<file path="src/rtl/frame_tx_pkg.sv">
package frame_tx_pkg;
    localparam int DATA_MAX = 8;
    localparam int IDX_W    = $clog2(DATA_MAX);

    typedef enum logic [2:0] {
        ST_IDLE   = 3'd0,
        ST_START  = 3'd1,
        ST_DATA   = 3'd2,
        ST_PARITY = 3'd3,
        ST_STOP   = 3'd4
    } state_t;

    typedef enum logic [1:0] {
        PAR_NONE = 2'b00,
        PAR_EVEN = 2'b01,
        PAR_ODD  = 2'b10,
        PAR_OFF2 = 2'b11
    } parity_t;
endpackage

</file>
<file path="src/rtl/frame_tx_baud.sv">
module frame_tx_baud #(
    parameter int CLKS_PER_BIT = 16
) (
    input  logic clk,
    input  logic rst_n,
    input  logic load,
    input  logic run,
    output logic tick
);
    localparam int CW = (CLKS_PER_BIT > 1) ? $clog2(CLKS_PER_BIT) : 1;
    localparam logic [CW-1:0] RELOAD = CW'(CLKS_PER_BIT - 1);

    logic [CW-1:0] cnt_q;

    always_ff @(posedge clk or negedge rst_n) begin
        if (!rst_n) begin
            cnt_q <= '0;
        end else if (load) begin
            cnt_q <= RELOAD;
        end else if (cnt_q == '0) begin
            cnt_q <= RELOAD;
        end else begin
            cnt_q <= cnt_q - 1'b1;
        end
    end

    assign tick = run && (cnt_q == '0);
endmodule

</file>
<file path="src/rtl/frame_tx_shaper.sv">
module frame_tx_shaper
    import frame_tx_pkg::*;
(
    input  logic                clk,
    input  logic                rst_n,
    input  logic                load,
    input  logic                shift,
    input  logic [DATA_MAX-1:0] data,
    input  logic                msb_first,
    input  logic                seven_bit,
    input  logic                odd_par,
    output logic                cur_bit,
    output logic                par_on
);
    logic [DATA_MAX-1:0] ordered;
    logic [DATA_MAX-1:0] masked;
    logic [DATA_MAX-1:0] sh_q;
    logic                par_q;

    // Reorder so that the first bit on the wire sits in position 0.
    always_comb begin
        masked  = seven_bit ? {1'b0, data[DATA_MAX-2:0]} : data;
        ordered = masked;
        if (msb_first) begin
            for (int i = 0; i < DATA_MAX; i++) begin
                if (seven_bit) begin
                    ordered[i] = (i < DATA_MAX - 1) ? masked[DATA_MAX-2-i] : 1'b0;
                end else begin
                    ordered[i] = masked[DATA_MAX-1-i];
                end
            end
        end
    end

    always_ff @(posedge clk or negedge rst_n) begin
        if (!rst_n) begin
            sh_q  <= '0;
            par_q <= 1'b0;
        end else if (load) begin
            sh_q  <= ordered;
            par_q <= (^masked) ^ odd_par;
        end else if (shift) begin
            sh_q  <= {1'b0, sh_q[DATA_MAX-1:1]};
        end
    end

    assign cur_bit = sh_q[0];
    assign par_on  = par_q;
endmodule

</file>
<file path="src/rtl/frame_tx.sv">
module frame_tx
    import frame_tx_pkg::*;
#(
    parameter int CLKS_PER_BIT = 16
) (
    input  logic       clk,
    input  logic       rst_n,
    input  logic [7:0] tx_data,
    input  logic       tx_send,
    input  logic       cfg_invert,
    input  logic       cfg_msb_first,
    input  logic       cfg_seven_bit,
    input  logic [1:0] cfg_parity,
    output logic       tx_busy,
    output logic       tx_line
);
    state_t           state_q, state_d;
    logic [IDX_W-1:0] idx_q;
    logic             seven_q, haspar_q, pol_q;
    logic             accept, tick, cur_bit, par_on, on_lvl, last_bit;

    assign accept   = tx_send && (state_q == ST_IDLE);
    assign last_bit = (idx_q == (seven_q ? IDX_W'(DATA_MAX - 2) : IDX_W'(DATA_MAX - 1)));

    frame_tx_baud #(.CLKS_PER_BIT(CLKS_PER_BIT)) u_baud (
        .clk   (clk),
        .rst_n (rst_n),
        .load  (accept),
        .run   (state_q != ST_IDLE),
        .tick  (tick)
    );

    frame_tx_shaper u_shaper (
        .clk       (clk),
        .rst_n     (rst_n),
        .load      (accept),
        .shift     (tick && (state_q == ST_DATA)),
        .data      (tx_data),
        .msb_first (cfg_msb_first),
        .seven_bit (cfg_seven_bit),
        .odd_par   (cfg_parity == PAR_ODD),
        .cur_bit   (cur_bit),
        .par_on    (par_on)
    );

    // Next-state logic
    always_comb begin
        state_d = state_q;
        unique case (state_q)
            ST_IDLE:   if (accept) state_d = ST_START;
            ST_START:  if (tick) state_d = ST_DATA;
            ST_DATA:   if (tick && last_bit) state_d = haspar_q ? ST_PARITY : ST_STOP;
            ST_PARITY: if (tick) state_d = ST_STOP;
            ST_STOP:   if (tick) state_d = ST_IDLE;
            default:   state_d = ST_IDLE;
        endcase
    end

    // State register
    always_ff @(posedge clk or negedge rst_n) begin
        if (!rst_n) begin
            state_q <= ST_IDLE;
        end else begin
            state_q <= state_d;
        end
    end

    // Bit index and captured configuration
    always_ff @(posedge clk or negedge rst_n) begin
        if (!rst_n) begin
            idx_q    <= '0;
            seven_q  <= 1'b0;
            haspar_q <= 1'b0;
            pol_q    <= 1'b0;
        end else if (state_q == ST_IDLE) begin
            pol_q <= cfg_invert;
            if (accept) begin
                idx_q    <= '0;
                seven_q  <= cfg_seven_bit;
                haspar_q <= (cfg_parity == PAR_EVEN) || (cfg_parity == PAR_ODD);
            end
        end else if (tick && (state_q == ST_DATA)) begin
            idx_q <= idx_q + 1'b1;
        end
    end

    // Outputs
    always_comb begin
        unique case (state_q)
            ST_IDLE:   on_lvl = 1'b1;
            ST_START:  on_lvl = 1'b0;
            ST_DATA:   on_lvl = cur_bit;
            ST_PARITY: on_lvl = par_on;
            ST_STOP:   on_lvl = 1'b1;
            default:   on_lvl = 1'b1;
        endcase
        tx_line = on_lvl ^ pol_q;
        tx_busy = (state_q != ST_IDLE);
    end
endmodule

</file>
<file path="config.mk">
export PLATFORM = sky130hd
export DESIGN_NAME = frame_tx
export DESIGN_NICKNAME = d
export VERILOG_FILES = /design/src/rtl/frame_tx_pkg.sv /design/src/rtl/frame_tx_baud.sv /design/src/rtl/frame_tx_shaper.sv /design/src/rtl/frame_tx.sv
export SDC_FILE = /design/constraint.sdc
export NUM_CORES = 1
export LEC_CHECK = 0
export ABC_AREA = 0
export CAP_MARGIN = 30
export CORE_UTILIZATION = 45
export DETAILED_ROUTE_END_ITERATION = 7
export GPL_TIMING_DRIVEN = 0
export PLACE_DENSITY = 0.64
export SLEW_MARGIN = 20
export SYNTH_ARGS = -nofsm -noshare
export SYNTH_HDL_FRONTEND = slang
export SYNTH_SLANG_ARGS = --single-unit
export TNS_END_PERCENT = 5
</file>
<file path="constraint.sdc">
create_clock -name clk -period 3.19 [get_ports clk]
set_input_delay 0.7975 -clock clk [delete_from_list [all_inputs] [get_ports clk]]
set_output_delay 0.7975 -clock clk [all_outputs]
set_load 0.01 [all_outputs]
</file>
After elaboration in Yosys (flattened, before gate mapping)
Index checks and enable logic that the tools add are counted.
- output and inout bits: 2
- word-level logic and storage cells: 64
- flip-flop bits (word level): 22
- bits of input ports: 16
- bitwise gates (word level): 2
- reductions and logical operators: 14
- muxes and demuxes: 26
- eq/ne operators: 12
- $add $sub $neg: 2
- operator list (kind ; number):
    $mux W8 ; 4
    $mux W3 ; 9
    $pmux W3 S5 ; 1
    $ne A2 B2 Y1 const B ; 5
    $mux W1 ; 9
    $mux W4 ; 2
    $reduce_xor A8 Y1 ; 1
    $eq A3 B2 Y1 const B ; 2
    $reduce_and A5 Y1 ; 1
    $logic_and A1 B1 Y1 ; 4
    $logic_not A4 Y1 ; 1
    $reduce_and A2 Y1 ; 2
    $reduce_bool A2 Y1 ; 2
    $sub A4 B1 Y4 const B ; 1
    $add A3 B1 Y3 const B ; 1
    $eq A3 B1 Y1 const B ; 1
    $eq A3 B3 Y1 ; 1
    $eq A3 B3 Y1 const B ; 1
    $logic_not A3 Y1 ; 1
    $pmux W1 S3 ; 1
    $reduce_bool A3 Y1 ; 1
    $eq A2 B1 Y1 const B ; 1
    $eq A2 B2 Y1 const B ; 1
    $xor A1 B1 Y1 ; 2
    $logic_or A1 B1 Y1 ; 1

Logic depth before layout (Yosys ltp)
Gate-level depths: netlist of the first run.
- depth in word-level cells: 5
- gate-level depth with buffers: 7
- depth with buffers taken out: 6

Hierarchy
From an unflattened synthesis of the first run, not the netlist that was laid out.
- cell total of the unflattened synthesis: 122
- area, all modules: 1305.0 µm²
- by module, submodules not included (module ; cells an instance ; instances ; sequential area each (µm²) ; area each (µm²)):
    frame_tx_shaper ; 61 ; 1 ; 225.2 ; 620.6
    frame_tx ; 45 ; 1 ; 225.2 ; 503.0
    frame_tx_baud ; 16 ; 1 ; 100.1 ; 181.4

Worst setup path after synthesis of the first run
OpenSTA, ideal clock, no wires.
- path kind: register to output
- start point: reg state_q[1]
- end point: out tx_line
- arrival time: 1.120 ns
- data required time: 2.393 ns
- stages on the path, launching flop included: 5
- buffers on the path: 1
- slack: 1.273 ns
- cells stage by stage: dfrtp_1 > clkbuf_1 > a21oi_1 > a311oi_1 > xnor2_1
- cells in the longest elaborated chain, start to end: 3
- elaborated cells between the ends (all ways): 5
- RTL lines (what ; RTL line ; text):
    start: declaration ; frame_tx.sv:17 ; state_t state_q, state_d;
    start signal: assignment ; frame_tx.sv:64 ; state_q <= state_d;
    $eq A3 B2 Y1 or $eq A3 B1 Y1 (tied branches) ; frame_tx.sv:89 ; unique case (state_q)
    $pmux W1 S3 (*) ; frame_tx.sv:89 ;
    $xor A1 B1 Y1 (*) ; frame_tx.sv:97 ; tx_line = on_lvl ^ pol_q;
    end: declaration ; frame_tx.sv:15 ; output logic tx_line
Mark *: on every way between the ends. The rest lies on a longest branch, timed or not.

Worst setup path in the final report of the first run
Ends and elaborated chain as after synthesis.

==> impl_metrics.yaml, run 1 <==
routing:
  vias: 1054
  vias_per_cell: 5.433
  drc: 0
  wl_per_cell_um: 13.16
  first_pass_iters: 4
  drt_iter0_drc: 25
  wl_mm: 2.553
  ant_nets: 0
sta:
  rsz0062_at_grt: "no"
  fmax_mhz: 345.1
  maxSlewHeadroom: 0.7048
  setup_viol: 0
  finalCritPeriodShare: 0.9083
  slew_viol_final: 0
  hold_violations: 0
  tns_ns: 0
  fin_skew_ns: 0.004330
  fin_crit_ns: 2.897
  hold_ws_ns: 0.5141
  tightest_slew_ns: 0.4414
finish:
  fillCellCount: 263
  antennaDiodeCount: 0
  drive_gt1_frac: 0.07975
  syn2layout_area_growth_pct: 18.17
  nets: 184
critical_path:
  crit_chain: "clkbuf_1 -> a21oi_1 -> a311oi_1 -> xnor2_1 -> clkdlybuf4s50_1"
  reg2reg_depth: 7
  crit_path_end_kind: "output port"
  crit_path_top_delay_cell: "clkdlybuf4s50_1"
  cp_data_arrival_time_ns: 2.10
  crit_required_ns: 2.39
  slowest_delay_ns: 0.56
  path_class: "reg2out"
  critPathLaunchType: "flop"
  critPathMaxFanout: 9
floorplan:
  start_util: 0.4719
  die_h_um: 55.78
  core_um2: 2758
  die_w_um: 55.78
  boundaryPins: 18
  rows: 19
  dieArea_um2: 3111
cts:
  clk_pin_slew_ns: 0.12
  clk_latency_ns: 0.30
  cts_inserted_buffers: 3
  hold_buffers: 0
  tritoncts: "yes"
  clockBufferDepth: 2
  cts_resized: 0
  cts_setup_buffers: 0
  htreeDepth: 1
  clock-sinks: 22
  cts_root_buf: "clkbuf_4"
power_and_ir_drop:
  power_mw: 0.5321
  cellPowerDensity_nw_per_um2: 346.0
  p_leak_nw: 0.6926
  peakVddDrop_mv: 0.3086
worst_hold_path:
  min_path_cells: 2
  hold_class: "reg2reg"
synth:
  ys.flop_type: "dfrtp_1"
  synth_area_um2: 1301
  synth_edf_count: 0
  ys_seq_elements: 22
  synth_area_leader_cell: "dfrtp_1"
  ys_async_sr_fraction: 1.000
  synth_top_family_by_area: "simple AND/OR/NAND/NOR gates"
  synth_compound_area_frac: 0.1423
  syn-instance-count: 143
  synth.area.top_cells: "dfrtp_1 42%, nand2_1 6.1%, xnor2_1 4.7%"
  muxShareOfSynthArea: 0.06346
  synth_xor_area_frac: 0.08462
  syn_avg_cell_area_um2: 9.100
  synth_fa_ha_area_frac: 0.02885
  synth_cell_types: 32
  yosysMostFrequentCell: "dfrtp_1"
  seq_area_frac_synth: 0.4231
  yosys-top-cells-count: "22 x dfrtp_1, 21 x nand2_1, 14 x nor2_1, 9 x a21oi_1"
  yosysWarningCount: 0
  post-synth-top-area-fraction: 0.4231
  synth_nets: 162
  synthSimpleGateAreaFrac: 0.1981
placed_design:
  place_hpwl_mm: 1.966
  portBuffers: 16
  gp_routability_congestion: 0.7183
global_routing:
  grt_overflow: 0
  antenna_found_initial: 0
  first_global_vias: 1041
  grt_max_degree: 15
  grt_pass1_wl_mm: 4.547
  grt_usage: 0.1850
run_status:
  outcome: "complete, no violations"
flow_run:
  maxCapViolations: 0
[worst max-delay path, delay by kind of cell, from the launching register on]
kind	cells	cell delay, ns
DFF	1	0.34
xor gates and xnor gates	1	0.17
buffers and inverters	2	0.87
AOI/OAI and AO/OA	2	0.42
[metal layers]
layer  global-route usage  vias up  part of all wire
met1               0.2334      506              0.48
met3              0.04651        2             0.035
met4              0.04286        0            0.0082
met2               0.3184       10              0.47
met5                    0        -                 0
li1                     -      536                 -
[cells in the final DEF, fill, tap and decap left out, types with 2 or more instances in the layout]
| cell | instances |
|---|---|
| mux2_2 | 2 |
| inv_1 | 8 |
| xnor2_1 | 7 |
| a311oi_1 | 2 |
| nand2b_1 | 2 |
| dfrtp_1 | 22 |
| o21ai_0 | 5 |
| ha_1 | 3 |
| nand3b_1 | 2 |
| clkbuf_1 | 4 |
| nor2_1 | 14 |
| o31ai_1 | 2 |
| nand2_1 | 21 |
| a21oi_1 | 9 |
| xor2_1 | 3 |
| buf_2 | 2 |
| clkdlybuf4s50_1 | 16 |
| mux2i_1 | 6 |
| buf_6 | 2 |
| a31oi_1 | 8 |
| clkbuf_4 | 3 |
| nand3_1 | 7 |
[where the power goes]
| group | switching (mW) | internal, mW | total [mW] |
|---|---|---|---|
| clock network | 0.0798 | 0.0441 | 0.124 |
| registers | 0.00782 | 0.293 | 0.300 |
| logic | 0.0510 | 0.0568 | 0.108 |
[path summary, 6_finish.rpt]
path,from,end,slack [ns]
max,state_q[1]$_DFFE_PN0P_,tx_line,0.29
min,haspar_q$_DFFE_PN0P_,haspar_q$_DFFE_PN0P_,0.51
max reg2reg,u_baud.cnt_q[0]$_DFF_PN0_,u_shaper.sh_q[5]$_DFFE_PN0P_,1.30
min reg2reg,haspar_q$_DFFE_PN0P_,haspar_q$_DFFE_PN0P_,0.51
max in group asynchronous,rst_n,u_shaper.sh_q[1]$_DFFE_PN0P_,1.95
min in group asynchronous,rst_n,haspar_q$_DFFE_PN0P_,0.79
[cell type report]
cell class | instances | area (um^2) | area share
inverter | 8 | 30.03 | 0.01953
clock buffer | 3 | 22.52 | 0.01465
timing repair buffer | 17 | 175.2 | 0.1139
sequential | 22 | 550.5 | 0.3580
tap | 31 | 38.79 | 0.02522
multi-input combinational | 105 | 673.1 | 0.4378
buffer | 8 | 47.55 | 0.03092
[metrics by stage]
stage	instance area (um^2)	utilization	instances	setup slack, ns
after floorplan	1301	-	143	1.273
after global placement	1500	0.5440	190	0.6779
after detailed placement	1515	0.5495	191	0.6243
after CTS	1538	0.5576	194	0.2679
after global routing	1538	0.5576	194	0.1611
final	1538	0.5576	194	0.2926
[cell families (layout without fill, tap and decap cells)]
logic type                 after synthesis  in the layout
and+or+nand+nor                         53             53
AOI/OAI and AO/OA                       30             30
DFF                                     22             22
buffers and inverters                   16             36
xor gates and xnor gates                11             11
muxes                                    8              8
adders and majority gates                3              3
[state kept, by name (all words and copies together) (netlist names)]
signal,flops
u_shaper.sh_q,8
u_baud.cnt_q,4
idx_q,3
state_q,3
haspar_q,1
pol_q,1
seven_q,1
u_shaper.par_on,1
Note: power is estimated with default switching activity, not from simulation.
==> inputs of run 2 (changes only) <==
--- a/config.mk
+++ b/config.mk
@@ -7,6 +7,7 @@
 export LEC_CHECK = 0
 export ABC_AREA = 0
 export CAP_MARGIN = 30
+export CORE_MARGIN = 5
 export CORE_UTILIZATION = 45
 export DETAILED_ROUTE_END_ITERATION = 7
 export GPL_TIMING_DRIVEN = 0
==> impl_metrics.yaml, run 2 (synthesis results as in run 1) <==
global_routing:
  antenna_found_initial: 0
  grt_overflow: 0
  grt_pass1_wl_mm: 4.567
  grt_max_degree: 23
  first_global_vias: 1033
  grt_usage: 0.1365
finish:
  top_register: "u_shaper.sh_q"
  nets: 184
  multiInputGateArea_um2: 673.1
  seq_area_um2: 550.5
  reg_top3: "u_shaper.sh_q: 8 flops, u_baud.cnt_q: 4 flops"
  final_common_cell: "dfrtp_1"
  layout_common_cells: "22 x dfrtp_1, 21 x nand2_1, 16 x clkdlybuf4s50_1, 14 x nor2_1, 9 x a21oi_1"
  drive_gt1_frac: 0.08537
  syn2layout_area_growth_pct: 20.48
  antennaDiodeCount: 0
  largest_register_ffs: 8
  fillCellCount: 270
  fin_util: 0.5685
critical_path:
  path_class: "reg2out"
  path_delay_family: "buffers and inverters"
  crit_required_ns: 2.39
  r2r_end: "u_shaper.sh_q[5]$_DFFE_PN0P_"
  rrSetupSlack_ns: 1.26
  cp_data_arrival_time_ns: 2.15
  crit_path_end_kind: "output port"
  crit_chain: "clkbuf_1 -> a21oi_1 -> a311oi_1 -> xnor2_1 -> clkdlybuf4s50_1"
  reg2reg_from: "u_baud.cnt_q[0]$_DFF_PN0_"
  critPathLaunchType: "flop"
  crit_path_top_delay_cell: "clkdlybuf4s50_1"
  reg2reg_depth: 7
  slowest_delay_ns: 0.55
  critPathMaxFanout: 9
  crit_buf_inv: 2
cts:
  clockBufferDepth: 2
  hold_buffers: 0
  htreeDepth: 1
  clk_pin_slew_ns: 0.14
  clock-sinks: 22
  cts_root_buf: "clkbuf_4"
  clk_latency_ns: 0.32
  tritoncts: "yes"
  cts_setup_buffers: 0
  cts_resized: 0
  cts_inserted_buffers: 3
worst_hold_path:
  hold_class: "reg2reg"
  hold_start: "haspar_q$_DFFE_PN0P_"
  min_path_cells: 2
  hold_end: "haspar_q$_DFFE_PN0P_"
sta:
  maxSlewHeadroom: 0.7224
  setup_ws_ns: 0.2471
  fmax_mhz: 339.8
  fin_skew_ns: 0.01692
  tightest_slew_ns: 0.4164
  setup_viol: 0
  fin_crit_ns: 2.943
  rsz0062_at_grt: "no"
  hold_violations: 0
  finalCritPeriodShare: 0.9225
  slew_viol_final: 0
  tns_ns: 0
power_and_ir_drop:
  power_mw: 0.6224
  peakVddDrop_mv: 0.5157
  cellPowerDensity_nw_per_um2: 397.0
  p_leak_nw: 0.7067
routing:
  vias_per_cell: 5.426
  first_pass_iters: 4
  ant_nets: 0
  wl_per_cell_um: 12.95
  vias: 1058
  wl_mm: 2.525
  drt_iter0_drc: 39
  drc: 0
run_status:
  outcome: "complete, no violations"
placed_design:
  post-place-ws_ns: 0.5833
  gp_routability_congestion: 0.7745
  portBuffers: 16
  place_hpwl_mm: 1.937
floorplan:
  rows: 19
  boundaryPins: 18
  die_w_um: 63.78
  dieArea_um2: 4067
  die_h_um: 63.78
  core_um2: 2758
  start_util: 0.4719
flow_run:
  maxCapViolations: 0
-- run 2: cell types whose count changed in the layout (fill, tap and decap cells not counted), sizes merged --
cell,change
bufinv,+1
-- run 2: tightest hold or removal path: cells and delay by family (launching register included) --
kind | cells | cell delay [ns]
flops | 1 | 0.38
compound gates | 1 | 0.06
simple gates | 1 | 0.05
-- run 2: power by group --
| part | internal, mW | switching (mW) |
|---|---|---|
| clock | 0.127 | 0.0890 |
| combinational | 0.0567 | 0.0491 |
| sequential | 0.293 | 0.00781 |
-- run 2: layout make-up --
class	count	area share
Multi-Input combinational cell	105	0.4294
Sequential cell	22	0.3512
Timing Repair Buffer	17	0.1117
Buffer	8	0.03033
Tap cell	31	0.02474
Clock inverter	1	0.01915
Inverter	8	0.01915
Clock buffer	3	0.01437
-- run 2: worst max path at each step --
stage	start	endpoint	slack, ns	cells past startpoint
floorplan	state_q[1]$_DFFE_PN0P_	tx_line	1.27	4
global placement	state_q[1]$_DFFE_PN0P_	tx_line	0.67	5
detailed placement	state_q[1]$_DFFE_PN0P_	tx_line	0.58	5
CTS	state_q[1]$_DFFE_PN0P_	tx_line	0.21	5
global route	state_q[1]$_DFFE_PN0P_	tx_line	0.05	5
finish	state_q[1]$_DFFE_PN0P_	tx_line	0.25	5
-- run 2: per-layer routing --
metal,global-route usage,vias up,share of wire
met5,0,-,0
met4,0.02338,0,0.0051
met3,0.03853,2,0.032
met2,0.2208,15,0.49
li1,-,536,-
met1,0.1853,505,0.48
-- run 2: stage by stage --
stage          cell area (um^2)  hold slack [ns]  cells
2_1_floorplan              1301           0.4498    143
3_3_place_gp               1500           0.4740    190
3_5_place_dp               1500           0.4799    190
4_1_cts                    1553           0.5117    194
5_1_grt                    1568           0.5484    195
6_report                   1568           0.5122    195
==> inputs of run 3 (changes only) <==
--- a/config.mk
+++ b/config.mk
@@ -9,6 +9,7 @@
 export CAP_MARGIN = 30
 export CORE_MARGIN = 5
 export CORE_UTILIZATION = 45
+export CTS_CLUSTER_DIAMETER = 100
 export DETAILED_ROUTE_END_ITERATION = 7
 export GPL_TIMING_DRIVEN = 0
 export PLACE_DENSITY = 0.64
==> results of run 3 <==
The final DEF is identical to that of run 2; final timing and power are the same.
